==> config.mk <==
export PLATFORM = sky130hd
export DESIGN_NAME = tone_period_counter
export DESIGN_NICKNAME = d
export VERILOG_FILES = /design/src/rtl/tpc_pkg.sv /design/src/rtl/tpc_stage.sv /design/src/rtl/tpc_alldet.sv /design/src/rtl/tone_period_counter.sv
export SDC_FILE = /design/constraint.sdc
export NUM_CORES = 1
export LEC_CHECK = 0
export ABC_CLOCK_PERIOD_IN_PS = 2350
export BUFFER_PORTS_ARGS = -buffer_cell sky130_fd_sc_hd__buf_2
export CAP_MARGIN = 10
export CORE_MARGIN = 1
export CORE_UTILIZATION = 48
export DETAILED_ROUTE_END_ITERATION = 6
export PLACE_DENSITY = 0.84
export SLEW_MARGIN = 10
export SYNTH_ARGS = -nofsm -noshare
export SYNTH_HDL_FRONTEND = slang
export SYNTH_SLANG_ARGS = --single-unit
==> constraint.sdc <==
create_clock -name clk -period 2.35 [get_ports clk]
set_input_delay 0.1175 -clock clk [delete_from_list [all_inputs] [get_ports clk]]
set_output_delay 0.1175 -clock clk [all_outputs]
set_load 0.03 [all_outputs]
==> src/rtl/tpc_pkg.sv <==
package tpc_pkg;
    localparam int unsigned TPC_WIDTH = 7;

    typedef enum logic [1:0] {
        ST_IDLE  = 2'd0,
        ST_COUNT = 2'd1,
        ST_WRAP  = 2'd2
    } tpc_state_e;
endpackage

==> src/rtl/tpc_stage.sv <==
// One counter stage. INV selects inverted storage. The stage adds the
// incoming carry to its stored bit in physical polarity and passes the
// intermediate carry term on to the next stage.
module tpc_stage #(
    parameter bit INV = 1'b0
) (
    input  logic q_phys,
    input  logic carry_i,
    output logic next_phys,
    output logic carry_o
);
    generate
        if (INV) begin : g_inv
            // stored bit is the complement: XOR form keeps the complement
            assign next_phys = q_phys ^ carry_i;
            assign carry_o   = ~q_phys & carry_i;
        end else begin : g_true
            // true storage: XNOR form, inverted back
            assign next_phys = ~(q_phys ~^ carry_i);
            assign carry_o   = q_phys & carry_i;
        end
    endgenerate
endmodule

==> src/rtl/tpc_alldet.sv <==
// Wide NAND over every stage (true polarity) plus the enable.
module tpc_alldet #(
    parameter int unsigned W = 7
) (
    input  logic [W-1:0] bits_i,
    input  logic         en_i,
    output logic         all_set_o
);
    logic nand_n;
    assign nand_n    = ~(&{en_i, bits_i});
    assign all_set_o = ~nand_n;
endmodule

==> src/rtl/tone_period_counter.sv <==
module tone_period_counter #(
    parameter int unsigned W = tpc_pkg::TPC_WIDTH
) (
    input  logic         clk,
    input  logic         rst_n,
    input  logic [W:0]   ctrl_i,
    input  logic         ph2_i,
    output logic [W-1:0] count_o,
    output logic         tick_o
);
    import tpc_pkg::*;

    localparam logic [W-1:0] ALL_ONES = {W{1'b1}};

    logic [W-1:0] pol_mask;
    logic [W-1:0] stage_q;
    logic [W-1:0] latch_q;
    logic [W-1:0] step_phys;
    logic [W-1:0] reload_phys;
    logic [W-1:0] load_next;
    logic [W-1:0] count_l;
    logic [W:0]   carry;
    logic         en_q;
    logic         pend_q;
    logic         tick_q;
    logic         wrap;
    logic         latch_all;
    tpc_state_e   state_q;
    tpc_state_e   state_d;

    // even stages stored inverted, odd stages true
    genvar gi;
    generate
        for (gi = 0; gi < W; gi++) begin : g_stage
            localparam bit INV_BIT = ((gi % 2) == 0);
            assign pol_mask[gi] = INV_BIT;
            tpc_stage #(.INV(INV_BIT)) u_stage (
                .q_phys   (stage_q[gi]),
                .carry_i  (carry[gi]),
                .next_phys(step_phys[gi]),
                .carry_o  (carry[gi+1])
            );
        end
    endgenerate

    assign carry[0]    = 1'b1;
    assign count_l     = stage_q ^ pol_mask;
    assign reload_phys = ctrl_i[W-1:0] ^ pol_mask;
    assign latch_all   = ((latch_q ^ pol_mask) == ALL_ONES);

    tpc_alldet #(.W(W)) u_alldet (
        .bits_i   (count_l),
        .en_i     (ctrl_i[W]),
        .all_set_o(wrap)
    );

    always_comb begin
        if (!ctrl_i[W] || wrap) begin
            load_next = reload_phys;
        end else begin
            load_next = step_phys;
        end
    end

    // datapath: compute at phase-2 edge, transfer at phase-1 edge
    always_ff @(posedge clk) begin
        if (!rst_n) begin
            stage_q <= reload_phys;
            latch_q <= reload_phys;
            en_q    <= 1'b0;
            pend_q  <= 1'b0;
            tick_q  <= 1'b0;
        end else if (ph2_i) begin
            latch_q <= load_next;
            en_q    <= ctrl_i[W];
            pend_q  <= wrap;
            tick_q  <= 1'b0;
        end else begin
            stage_q <= latch_q;
            tick_q  <= pend_q;
        end
    end

    // state register
    always_ff @(posedge clk) begin
        if (!rst_n) begin
            state_q <= ST_IDLE;
        end else if (!ph2_i) begin
            state_q <= state_d;
        end
    end

    // next-state logic
    always_comb begin
        state_d = state_q;
        unique case (state_q)
            ST_IDLE: begin
                if (en_q) state_d = latch_all ? ST_WRAP : ST_COUNT;
            end
            ST_COUNT: begin
                if (!en_q)          state_d = ST_IDLE;
                else if (latch_all) state_d = ST_WRAP;
            end
            ST_WRAP: begin
                if (!en_q)           state_d = ST_IDLE;
                else if (!latch_all) state_d = ST_COUNT;
            end
            default: state_d = ST_IDLE;
        endcase
    end

    // outputs
    always_comb begin
        count_o = count_l;
        tick_o  = tick_q;
    end

    // count never moves across a phase-2 edge
    assert_hold_phase2_R2: assert property (@(posedge clk) disable iff (!rst_n)
        ph2_i |=> $stable(count_o));

    // all-ones detect at the compute edge arms a reload
    assert_alldet_arms_R3: assert property (@(posedge clk) disable iff (!rst_n)
        (ph2_i && ctrl_i[W] && count_o == ALL_ONES) |=> pend_q);

    // wrap state only when the counter shows all ones
    assert_wrap_state_R3: assert property (@(posedge clk) disable iff (!rst_n)
        (state_q == ST_WRAP) |-> (count_o == ALL_ONES));

    // tick lasts one clock
    assert_single_tick_R4: assert property (@(posedge clk) disable iff (!rst_n)
        tick_o |=> !tick_o);

    // an armed reload produces the tick at the transfer
    assert_pend_to_tick_R4: assert property (@(posedge clk) disable iff (!rst_n)
        (!ph2_i && pend_q) |=> tick_o);

    // no tick while idle
    assert_idle_silent_R5: assert property (@(posedge clk) disable iff (!rst_n)
        (state_q == ST_IDLE) |-> !tick_o);
endmodule

# After elaboration in Yosys (flattened, before gate mapping)
# Cells that the tools add are included.
# classes
muxes	5
eq_ne	2
bitwise	20
reduce_logical	4
# ops
op	n
$mux 7	5
$not 4->4	2
$reduce_and 8->1	1
$not 1->1	7
$and 1x1->1	5
$xnor 1x1->1	3
$xor 1x1->1	3
$ne 2x1->1 const B	1
$ne 2x2->1 const B	1
$reduce_or 2->1	1
$logic_not 1->1	1
$logic_or 1x1->1	1
# totals
elab_cells	35
register_bits	16
out_inout_bits	8

# Logic depth before layout (Yosys ltp)
# Gate-level depths: netlist (run 1).
# depth
word_depth	10
ltp_mapped	8
ltp_nobuf	8

# Modules after synthesis
# A second synthesis (run 1) with hierarchy kept.
# hier_totals
hier_cells	72
area_unflattened_um2	877.1
# by_module_without_submodules
module	cells_each	instances	area_per_inst_um2
tone_period_counter	54	1	743.2
tpc_stage (g_stage[0].u_stage ...)	3	4	20.0
tpc_stage (g_stage[1].u_stage ...)	1	3	12.5
tpc_alldet	3	1	16.3

# Worst setup path after synthesis (run 1)
# No wires, ideal clock.
# synth_path
kind	register to register
from	register stage_q[1]
to	register latch_q[5], data pin
setup_ps	260
arrival_ps	1657
path_stages_with_launch	7
slack_ps	432
n_path_buf	0
cell_sequence	edfxtp_1 > ha_1 > ha_1 > ha_1 > ha_1 > ha_1 > mux2_4
# synth_between
elab_chain_cells	9
word_cells_on_any_way	11
# synth_rtl
element	line_no	source
start, declared	tone_period_counter.sv:16	logic [W-1:0] stage_q;
start signal, assigned	tone_period_counter.sv:68	stage_q <= reload_phys;
start signal, assigned	tone_period_counter.sv:79	stage_q <= latch_q;
$and 1x1->1	tpc_stage.sv:20	assign carry_o = q_phys & carry_i;
$and 1x1->1	tpc_stage.sv:16	assign carry_o = ~q_phys & carry_i;
$and 1x1->1	tpc_stage.sv:20	
$and 1x1->1	tpc_stage.sv:16	
$xnor 1x1->1	tpc_stage.sv:19	assign next_phys = ~(q_phys ~^ carry_i);
$not 1->1	tpc_stage.sv:19	
$mux 7 (*)	tone_period_counter.sv:58	if (!ctrl_i[W] || wrap) begin
$mux 7 (*)	tone_period_counter.sv:73	end else if (ph2_i) begin
$mux 7 (*)	tone_period_counter.sv:67	if (!rst_n) begin
end signal, assigned	tone_period_counter.sv:69	latch_q <= reload_phys;
end signal, assigned	tone_period_counter.sv:74	latch_q <= load_next;
end, declared	tone_period_counter.sv:17	logic [W-1:0] latch_q;
# Every way passes the cells marked *; elsewhere a longest branch is shown, timed or not. The select of a mux whose other input is x is not followed.
# A chain may end at the register's enable or synchronous reset.

# Worst setup path after layout (run 1)
# Same ends and word-level chain as after synthesis.

==> key figures, run 1 <==
CTS
  • Maximum count of clock buffers along a single path: 2
  • Number of hold-repair buffers added at the cts stage: 0
  • Number of buffers created by CTS: 3
  • Cell at the root of the clock tree: sky130_fd_sc_hd__clkbuf_4
  • Clock latency on the worst-skew pair: 0.28 ns
  • CTS resizes: 0
  • Clock Sink Count: 16
  • H-Tree Level Count: 1
  • TritonCTS clock tree: done
  • Clock slew at the register clock pins of the worst setup and hold paths: 0.09 ns
  • Count of buffers added by post-CTS timing repair for setup: 0

STA
  • Headroom to the max-slew limit: 71.28%
  • Hold Vio Cnt, Final: 0
  • Final count of negative-setup-slack endpoints: 0
  • Final hold slack: 0.1242 ns
  • Max-slew violation count: 0
  • Maximum clock skew at final layout: 0.004832 ns
  • Minimum setup slack in the final design: 0.3609 ns
  • Achievable Freq: 502.7 MHz
  • Unrepaired setup endpoints after global routing: no
  • Final worst path period share: 84.64%
  • Post-layout min period: 1.989 ns
  • Least-Margin Pin Slew: 0.4309 ns
  • Setup TNS after final layout: 0 ns

Worst setup path
  • Slowest cell on crit path: sky130_fd_sc_hd__edfxtp_1
  • Crit start category: flip-flop
  • Largest fanout on the critical path: 4
  • Critical path arrival: a little over 2 ns
  • Critical Setup Path Class: flip-flop to flip-flop
  • Worst path max stage delay: 0.48 ns
  • Data required time of the worst path: between 2 and 2.5 ns
  • Most numerous cell on the critical path: sky130_fd_sc_hd__ha_1
  • Worst path cell trace: ha_1 > ha_1 > ha_1 > ha_1 > ha_1 > mux2_4
  • Critical path endpoint category: flip-flop

Floorplanning
  • Top-level port count: 19
  • Vert. Die Dim: 43.42 um
  • Initial core utilization: between 50% and 60%
  • Floorplan die area: 1885 um2
  • Number of placement rows: 14
  • Core box area: 1559 um2
  • Die Wd: approximately 43 um

Layout
  • Total inserted antenna cells: 0
  • Area delta synth->final: 12.31%
  • Net count of the finished layout: 95
  • Post-route cell area: 924.6 um2
  • Layout cell share with drive strength beyond 1: 38.46%

Yosys
  • Main area contributors after synthesis: sky130_fd_sc_hd__edfxtp_1 51%, sky130_fd_sc_hd__ha_1 7.6%, sky130_fd_sc_hd__mux2_4 5.5%
  • Count of yosys warnings during synthesis: 0
  • Post-Synthesis Cell Area: slightly above 800 um2
  • Top cell type's share of synthesized area: 51.06%
  • Synth cell types: 19
  • Mean instance size in the synthesized netlist: roughly 13 um2
  • Cell type with the highest aggregate area in the netlist: sky130_fd_sc_hd__edfxtp_1
  • Post-synthesis sequential area ratio: 55.93%
  • Post-synthesis sequential element count: 16
  • Synthesized Nets: 77
  • Post-Syn Instances: 61

Global routing
  • Global-route wire length before repair: 2173 um
  • Vias in the first global route: around 490
  • Overall track demand over capacity in global routing: between 15 and 20%
  • Antenna violations before repair: 0
  • Global-route congestion overflow total: 0
  • Maximum number of pins on one net before global-route repair: 15

Min path
  • Type of the worst min-delay path: input port to flip-flop

Power and ir drop
  • Total power density per cell area: 672.1 nW/um2
  • Total power consumption of the routed design: ~620 uW
  • Leakage: around 0.40 nW
  • Peak VDD IR: 0.4266 mV

Run status
  • Run status: completed

Placed design
  • Setup WS pre-CTS: between 0.3 and 0.4 ns
  • Routability congestion estimate: 0.7190
  • Post-place instance area: approximately 900 um2
  • Placed wire-length estimate: 1035 um
  • Port Buffer Count: 18

Routing
  • Via count of the routed design: 501
  • Number of remaining DRC errors: 0
  • Wire length after detailed routing: 1362 um
  • First drt pass iteration count: 4
  • Number of vias per cell after detailed routing: 5.330
  • First-iteration detailed-routing DRC count: 10
  • Number of antenna-violating nets in the routed design: 0
  • Post-DR wirelength/cell: 14.49 um

Job
  • Max-cap check violation count: 0
==> registers in the layout (all words and copies together), names as in the netlist <==
signal,flops
latch_q,7
pend_q,1
stage_q,7
tick_o,1
==> critical path, delay by kind of cell (launching register included) <==
kind                       cells  cell delay, ns
DFF                            1            0.48
muxes                          1            0.25
adders and majority gates      5            1.02
==> layout by cell type, fill, tap and decap left out, types with 3 or more instances in the layout <==
cell type                  count
sky130_fd_sc_hd__o21ai_0       3
sky130_fd_sc_hd__mux2_4        3
sky130_fd_sc_hd__mux2_2        3
sky130_fd_sc_hd__clkbuf_4      3
sky130_fd_sc_hd__nand2_1       5
sky130_fd_sc_hd__inv_1         7
sky130_fd_sc_hd__edfxtp_1     14
sky130_fd_sc_hd__ha_1          5
sky130_fd_sc_hd__mux2i_1       4
sky130_fd_sc_hd__buf_2        18
==> path summary, 6_finish.rpt <==
check	from	depth (start not counted)	to	slack, ns
setup reg to reg	stage_q[1]$_DFFE_PP_	6	latch_q[5]$_DFFE_PP_	0.36
hold / removal	ph2_i	3	pend_q$_SDFFE_PN0P_	0.12
hold reg to reg	pend_q$_SDFFE_PN0P_	2	tick_o$_SDFF_PP0_	0.45
setup / recovery	stage_q[1]$_DFFE_PP_	6	latch_q[5]$_DFFE_PP_	0.36
==> cells by family (layout without fill, tap and decap cells) <==
group | after synthesis | in the layout | synth area share (%)
adder cells (fa/ha/maj) | 5 | 5 | 7.599
XOR/XNOR | 1 | 1 | 1.064
flip-flops | 16 | 16 | 55.93
buffers and inverters | 12 | 29 | 7.447
AND/OR/NAND/NOR | 11 | 11 | 7.145
AO/OA/AOI/OAI | 6 | 6 | 6.383
multiplexers | 10 | 10 | 14.44
==> area by class of cell <==
class                           instances  area (um2)
Fill cell                             134       634.4
Sequential cell                        16       460.4
Multi-Input combinational cell         33       301.5
Timing Repair Buffer                   18       90.09
Clock buffer                            4       26.28
Inverter                                7       26.28
Tap cell                               16       20.02
==> power by group <==
part           internal (mW)  switching, mW
logic                 0.0481         0.0690
clock network         0.0658         0.0831
registers              0.342         0.0138
==> synthesized netlist by cell type <==
| cell | instances |
|---|---|
| sky130_fd_sc_hd__dfxtp_1 | 2 |
| sky130_fd_sc_hd__o22a_2 | 1 |
| sky130_fd_sc_hd__nand2_1 | 5 |
| sky130_fd_sc_hd__o21ai_0 | 3 |
| sky130_fd_sc_hd__mux2_4 | 3 |
| sky130_fd_sc_hd__o22ai_1 | 1 |
| sky130_fd_sc_hd__edfxtp_1 | 14 |
| sky130_fd_sc_hd__a31oi_4 | 1 |
| sky130_fd_sc_hd__xnor2_1 | 1 |
| sky130_fd_sc_hd__buf_2 | 1 |
| sky130_fd_sc_hd__and4bb_4 | 1 |
| sky130_fd_sc_hd__nor2_1 | 2 |
| sky130_fd_sc_hd__buf_4 | 4 |
| sky130_fd_sc_hd__inv_1 | 7 |
| sky130_fd_sc_hd__ha_1 | 5 |
| sky130_fd_sc_hd__mux2i_1 | 4 |
| sky130_fd_sc_hd__nand2b_1 | 1 |
| sky130_fd_sc_hd__nand3_1 | 2 |
| sky130_fd_sc_hd__mux2_2 | 3 |
==> through the flow <==
step           cells  util [%]
3_5_place_dp      90     57.62
6_report          94     59.31
5_1_grt           94     59.31
3_3_place_gp      90     57.62
2_1_floorplan     61         -
4_1_cts           94     59.31
==> routing by layer <==
layer  wire, um  track usage (%)  share of wire, %  vias to the layer above
met1        576            19.73                42                      233
met3         44            2.917               3.2                        2
met4          9            7.500              0.66                        0
li1           -                -                 -                      253
met5          0                0                 0                        -
met2        732            28.48                54                       13
Power figures use the tool's default switching activity.
==> run 2: changes to the inputs <==
- ABC_CLOCK_PERIOD_IN_PS: 2350 -> 2000
- clock period: 2.35 -> 2 ns (I/O delays scaled with it)
==> run 2 against run 1 <==
Compared with the run above:
- flip-flop and latch count did not move
- register-to-register slack got worse by 0.29 ns
- die area did not move
- setup slack got worse by 0.29 ns
- final area rose by 0.81%
- critical path type unchanged
- largest power group unchanged
==> key figures, run 2 (synthesis gave the netlist of run 1 again) <==
Run status
  • Run status: completed (unchanged)

Floorplanning
  • Top-level port count: 19 (unchanged)
  • Vert. Die Dim: 43.42 um (unchanged)
  • Number of placement rows: 14 (unchanged)
  • Core box area: 1559 um2 (unchanged)
  • Initial core utilization: 52.81% (unchanged)
  • Floorplan die area: 1885 um2 (unchanged)
  • Die Wd: 43.42 um (unchanged)

Layout
  • Area delta synth->final: 13.22% (was 12.31%)
  • Commonest non-fill, non-tap cells in the layout: 18 x sky130_fd_sc_hd__buf_2, 14 x sky130_fd_sc_hd__edfxtp_1, 6 x sky130_fd_sc_hd__inv_1 (was 18 x sky130_fd_sc_hd__buf_2, 14 x sky130_fd_sc_hd__edfxtp_1, 7 x sky130_fd_sc_hd__inv_1)
  • Number of filler instances in the final layout: 126 (was 134)
  • Net count of the finished layout: 96 (was 95)
  • Layout cell share with drive strength beyond 1: 40.51% (was 38.46%)
  • Registers with the most flip-flops: latch_q x7, stage_q x7 (unchanged)
  • Footprint of the flip-flops and latches: 460.4 um2 (unchanged)
  • Leading cell type in the layout, fill and taps excluded: sky130_fd_sc_hd__buf_2 (unchanged)
  • Combined area of the multi-input logic cells: 301.5 um2 (unchanged)
  • Total inserted antenna cells: 0 (unchanged)
  • Final core utilization: 59.79% (was 59.31%)

STA
  • Final worst path period share: 96.57% (was 84.64%)
  • Maximum clock skew at final layout: 0.002831 ns (was 0.004832 ns)
  • Achievable Freq: 517.7 MHz (was 502.7 MHz)
  • Setup TNS after final layout: 0 ns (unchanged)
  • Max-slew violation count: 0 (unchanged)
  • Headroom to the max-slew limit: 70.77% (was 71.28%)
  • Least-Margin Pin Slew: 0.4384 ns (was 0.4309 ns)
  • Unrepaired setup endpoints after global routing: no (unchanged)
  • Final count of negative-setup-slack endpoints: 0 (unchanged)
  • Hold Vio Cnt, Final: 0 (unchanged)
  • Post-layout min period: 1.931 ns (was 1.989 ns)

Worst setup path
  • Critical path endpoint category: flip-flop (unchanged)
  • Worst path cell trace: inv_2 > ha_1 > ha_1 > ha_1 > ha_1 > ha_1 > mux2_4 (was ha_1 > ha_1 > ha_1 > ha_1 > ha_1 > mux2_4)
  • Data required time of the worst path: 2.04 ns (was 2.39 ns)
  • Largest fanout on the critical path: 3 (was 4)
  • Most numerous cell on the critical path: sky130_fd_sc_hd__ha_1 (unchanged)
  • Slowest cell on crit path: sky130_fd_sc_hd__edfxtp_1 (unchanged)
  • Worst path max stage delay: 0.38 ns (was 0.48 ns)
  • Critical Setup Path Class: flip-flop to flip-flop (unchanged)
  • Critical path arrival: 1.98 ns (was 2.03 ns)
  • Crit start category: flip-flop (unchanged)

Global routing
  • Antenna violations before repair: 0 (unchanged)
  • Global-route wire length before repair: 2249 um (was 2173 um)
  • Vias in the first global route: 493 (was 488)
  • Maximum number of pins on one net before global-route repair: 15 (unchanged)
  • Global-route congestion overflow total: 0 (unchanged)
  • Overall track demand over capacity in global routing: 16.99% (was 16.37%)

CTS
  • H-Tree Level Count: 1 (unchanged)
  • Clock Sink Count: 16 (unchanged)
  • Number of buffers created by CTS: 3 (unchanged)
  • Number of hold-repair buffers added at the cts stage: 0 (unchanged)
  • Clock slew at the register clock pins of the worst setup and hold paths: 0.09 ns (about the same)
  • TritonCTS clock tree: done (unchanged)
  • Count of buffers added by post-CTS timing repair for setup: 0 (unchanged)
  • Cell at the root of the clock tree: sky130_fd_sc_hd__clkbuf_4 (unchanged)
  • Clock latency on the worst-skew pair: 0.28 ns (about the same)
  • Maximum count of clock buffers along a single path: 2 (unchanged)

Min path
  • Type of the worst min-delay path: input port to flip-flop (unchanged)

Power and ir drop
  • Leakage: 0.4078 nW (was 0.4040 nW)
  • Peak VDD IR: 0.3586 mV (was 0.4266 mV)
  • Total power density per cell area: 788.2 nW/um2 (was 672.1 nW/um2)

Placed design
  • Routability congestion estimate: 0.6967 (was 0.7190)
  • Placed wire-length estimate: 1035 um (about the same)
  • Port Buffer Count: 18 (unchanged)

Routing
  • Number of antenna-violating nets in the routed design: 0 (unchanged)
  • First-iteration detailed-routing DRC count: 6 (was 10)
  • Number of vias per cell after detailed routing: 5.358 (was 5.330)
  • Wire length after detailed routing: 1396 um (was 1362 um)
  • First drt pass iteration count: 4 (unchanged)
  • Post-DR wirelength/cell: 14.69 um (was 14.49 um)
  • Via count of the routed design: 509 (was 501)
  • Number of remaining DRC errors: 0 (unchanged)

Job
  • Max-cap check violation count: 0 (unchanged)
run 2: final timing paths:
path / from / end / slack [ns] / cells past startpoint
min reg2reg: pend_q$_SDFFE_PN0P_ / tick_o$_SDFF_PP0_ / 0.45 / 2
max reg2reg: stage_q[0]$_DFFE_PP_ / latch_q[5]$_DFFE_PP_ / 0.07 / 7
max: stage_q[0]$_DFFE_PP_ / latch_q[5]$_DFFE_PP_ / 0.07 / 7
min: ph2_i / pend_q$_SDFFE_PN0P_ / 0.12 / 3
run 2: area by class of cell:
class | count | share of cell area [%]
clock buffer | 4 | 2.819
inverter | 7 | 2.819
multi-input combinational | 33 | 32.35
sequential | 16 | 49.40
tap | 16 | 2.148
timing repair buffer | 19 | 10.47
run 2: per-stage QoR:
stage	instances	cell area [um2]	power [mW]	setup WS, ns	hold WS (ns)
4_1_cts	95	932.1	0.7471	0.06190	0.09547
3_5_place_dp	91	905.9	0.5680	0.08344	0.4082
3_3_place_gp	91	905.9	0.5617	0.1280	0.3847
2_1_floorplan	61	823.3	0.5297	0.08248	0.2622
6_report	95	932.1	0.7347	0.06853	0.1161
5_1_grt	95	932.1	0.7700	0.0006974	0.1076
run 2: critical path: cells and delay by family, from the launching register on:
family | cells | cell delay [ns]
flops | 1 | 0.38
buf+inv | 1 | 0.06
fa+ha+maj | 5 | 1.01
mux | 1 | 0.25
run 2: routing by layer:
layer | track usage [%] | share of wire (%) | vias up | wire (um)
li1 | - | - | 253 | -
met1 | 21.10 | 43 | 246 | 602
met2 | 27.58 | 53 | 8 | 734
met3 | 2.500 | 3.6 | 2 | 50
met4 | 11.25 | 0.64 | 0 | 9
met5 | 0 | 0 | - | 0
run 2: report_power, final:
group          switching, mW  internal, mW  leakage (nW)
clock                 0.0969        0.0774        0.0150
combinational         0.0842        0.0596         0.234
sequential            0.0150         0.401         0.159
run 2: timing repair:
action,CTS,global route
gates resized for setup,0,1
hold endpoints to repair,0,0
endpoints found under the setup margin,0,1
==> run 3: changes to the inputs <==
- CORE_MARGIN: 1 -> 4
==> run 3 against run 2 <==
Compared with the run above:
- cell count is 1.1% lower
- die area is 30% higher
- flip-flop and latch count stayed put
- register-to-register slack hardly changed
- sequential share of layout area is 0.20 points higher
- setup slack hardly changed
- power is 1.5% lower
- global-route usage is 3.3 points lower
- final area is 0.40% lower
==> key figures, run 3 (synthesis gave the netlist of run 1 again) <==
STA
  • Achievable Freq: 517.8 MHz (was 517.7 MHz)
  • Maximum clock skew at final layout: 0.001308 ns (was 0.002831 ns)
  • Post-layout min period: 1.931 ns (about the same)
  • Unrepaired setup endpoints after global routing: no (unchanged)
  • Final worst path period share: 96.57% (about the same)
  • Hold Vio Cnt, Final: 0 (unchanged)
  • Max-slew violation count: 0 (unchanged)
  • Least-Margin Pin Slew: 0.4257 ns (was 0.4384 ns)
  • Setup TNS after final layout: 0 ns (unchanged)
  • Minimum setup slack in the final design: 0.06861 ns (was 0.06853 ns)
  • Final count of negative-setup-slack endpoints: 0 (unchanged)
  • Headroom to the max-slew limit: 71.62% (was 70.77%)

Min path
  • Type of the worst min-delay path: input port to flip-flop (unchanged)

Floorplanning
  • Core box area: 1559 um2 (unchanged)
  • Top-level port count: 19 (unchanged)
  • Initial core utilization: 52.81% (unchanged)
  • Number of placement rows: 14 (unchanged)
  • Vert. Die Dim: 49.42 um (was 43.42 um)
  • Die Wd: 49.42 um (was 43.42 um)
  • Floorplan die area: 2442 um2 (was 1885 um2)

Worst setup path
  • Largest fanout on the critical path: 2 (was 3)
  • End point of the critical path: latch_q[5]$_DFFE_PP_ (unchanged)
  • Data required time of the worst path: 2.04 ns (about the same)
  • Most numerous cell on the critical path: sky130_fd_sc_hd__ha_1 (unchanged)
  • Crit start category: flip-flop (unchanged)
  • Critical path arrival: 1.97 ns (was 1.98 ns)
  • Slowest cell on crit path: sky130_fd_sc_hd__edfxtp_1 (unchanged)
  • Launching point of the worst reg2reg path: stage_q[1]$_DFFE_PP_ (was stage_q[0]$_DFFE_PP_)
  • Reg2reg end: latch_q[5]$_DFFE_PP_ (unchanged)
  • Worst path max stage delay: 0.42 ns (was 0.38 ns)
  • Critical Setup Path Class: flip-flop to flip-flop (unchanged)
  • Crit. Startpoint: stage_q[1]$_DFFE_PP_ (was stage_q[0]$_DFFE_PP_)
  • Critical path endpoint category: flip-flop (unchanged)
  • Worst setup slack for register-to-register paths: 0.07 ns (about the same)
  • Worst path cell trace: ha_1 > ha_1 > ha_1 > ha_1 > ha_1 > mux2_4 (was inv_2 > ha_1 > ha_1 > ha_1 > ha_1 > ha_1 > mux2_4)
  • Number of cells on the worst reg-to-reg path: 6 (was 7)

Global routing
  • Global-route wire length before repair: 2477 um (was 2249 um)
  • Antenna violations before repair: 0 (unchanged)
  • Vias in the first global route: 534 (was 493)
  • Maximum number of pins on one net before global-route repair: 15 (unchanged)
  • Overall track demand over capacity in global routing: 13.67% (was 16.99%)
  • Global-route congestion overflow total: 0 (unchanged)

Power and ir drop
  • Sw power: 192.8 uW (was 196.1 uW)
  • Leakage: 0.4066 nW (was 0.4078 nW)
  • Power share of the sequential group: 57.5% (was 56.7%)
  • Clock power share: 22.7% (was 23.7%)
  • Share of power burned in combinational logic: 19.9% (was 19.6%)
  • Total power density per cell area: 779.7 nW/um2 (was 788.2 nW/um2)
  • Switching share of total power: 26.63% (was 26.70%)
  • P_int: 531.1 uW (was 538.5 uW)
  • Peak VDD IR: 0.3986 mV (was 0.3586 mV)

Placed design
  • Placed wire-length estimate: 1169 um (was 1035 um)
  • Port Buffer Count: 18 (unchanged)
  • Setup WS pre-CTS: 0.07046 ns (was 0.08344 ns)
  • Routability congestion estimate: 0.7566 (was 0.6967)

Routing
  • Number of remaining DRC errors: 0 (unchanged)
  • First-iteration detailed-routing DRC count: 14 (was 6)
  • Number of antenna-violating nets in the routed design: 0 (unchanged)
  • Wire length after detailed routing: 1441 um (was 1396 um)
  • First drt pass iteration count: 4 (unchanged)
  • Number of vias per cell after detailed routing: 5.234 (was 5.358)
  • Via count of the routed design: 492 (was 509)
  • Post-DR wirelength/cell: 15.33 um (was 14.69 um)

CTS
  • Number of buffers created by CTS: 3 (unchanged)
  • Maximum count of clock buffers along a single path: 2 (unchanged)
  • Clock slew at the register clock pins of the worst setup and hold paths: 0.09 ns (about the same)
  • Cell at the root of the clock tree: sky130_fd_sc_hd__clkbuf_4 (unchanged)
  • Count of buffers added by post-CTS timing repair for setup: 0 (unchanged)
  • Clock Sink Count: 16 (unchanged)
  • H-Tree Level Count: 1 (unchanged)
  • TritonCTS clock tree: done (unchanged)
  • Clock latency on the worst-skew pair: 0.28 ns (about the same)

Layout
  • Commonest non-fill, non-tap cells in the layout: 18 x sky130_fd_sc_hd__buf_2, 14 x sky130_fd_sc_hd__edfxtp_1, 6 x sky130_fd_sc_hd__inv_1 (unchanged)
  • Net count of the finished layout: 96 (unchanged)
  • Registers with the most flip-flops: latch_q x7, stage_q x7 (unchanged)
  • Total inserted antenna cells: 0 (unchanged)
  • Final core utilization: 59.55% (was 59.79%)
  • Leading cell type in the layout, fill and taps excluded: sky130_fd_sc_hd__buf_2 (unchanged)
  • Layout cell share with drive strength beyond 1: 41.03% (was 40.51%)
  • Area delta synth->final: 12.77% (was 13.22%)

Job
  • Max-cap check violation count: 0 (unchanged)

Run status
  • Run status: completed (unchanged)
==> run 3: how the worst min path moves through the flow <==
stage	startpoint	to	slack [ns]	cells after the start
2_1_floorplan	ph2_i	pend_q$_SDFFE_PN0P_	0.26	2
3_5_place_dp	ph2_i	pend_q$_SDFFE_PN0P_	0.40	3
3_3_place_gp	ph2_i	pend_q$_SDFFE_PN0P_	0.39	3
4_1_cts	ph2_i	pend_q$_SDFFE_PN0P_	0.1	3
5_1_grt	ph2_i	pend_q$_SDFFE_PN0P_	0.12	3
6_report	ph2_i	pend_q$_SDFFE_PN0P_	0.1	3
==> run 3: layout make-up <==
type                       instances  area, um2
tap                               16      20.02
multi-input combinational         33      301.5
fill                             129      630.6
inverter                           7      26.28
sequential                        16      460.4
clock buffer                       3      22.52
timing repair buffer              19      97.59
==> run 3: worst max-delay path, delay by kind of cell (launching register included) <==
| kind | cells | cell delay (ns) |
|---|---|---|
| mux | 1 | 0.26 |
| fa+ha+maj | 5 | 1.02 |
| flops | 1 | 0.42 |
==> run 3: power groups by stage <==
stage | combinational, mW | clock [mW] | sequential, mW
after floorplan | 0.109 | 0 | 0.420
after CTS | 0.146 | 0.167 | 0.416
after global routing | 0.157 | 0.186 | 0.420
after detailed placement | 0.146 | 0 | 0.424
after global placement | 0.141 | 0 | 0.421
final | 0.144 | 0.164 | 0.416
==> run 3: per-stage QoR <==
stage	std cells	total power [mW]	instance area, um2	hold slack (ns)
2_1_floorplan	61	0.5297	823.3	0.2622
3_3_place_gp	91	0.5623	905.9	0.3853
3_5_place_dp	91	0.5701	905.9	0.3955
4_1_cts	94	0.7294	928.4	0.09832
5_1_grt	94	0.7638	928.4	0.1172
6_report	94	0.7238	928.4	0.09554
==> run 3: repair_timing <==
item / CTS / global route
resized for setup: 0 / 1
hold buffers: 0 / 0
setup endpoints to repair: 0 / 1
endpoints found under the hold margin: 0 / 0
==> run 3: routing by layer <==
metal  up-vias  share of wire [%]  track usage, %
met1       229                 43           15.86
met2         9                 53           25.00
met5         -                  0               0
li1        250                  -               -
met3         4                3.0           2.752
met4         0               0.83           4.147
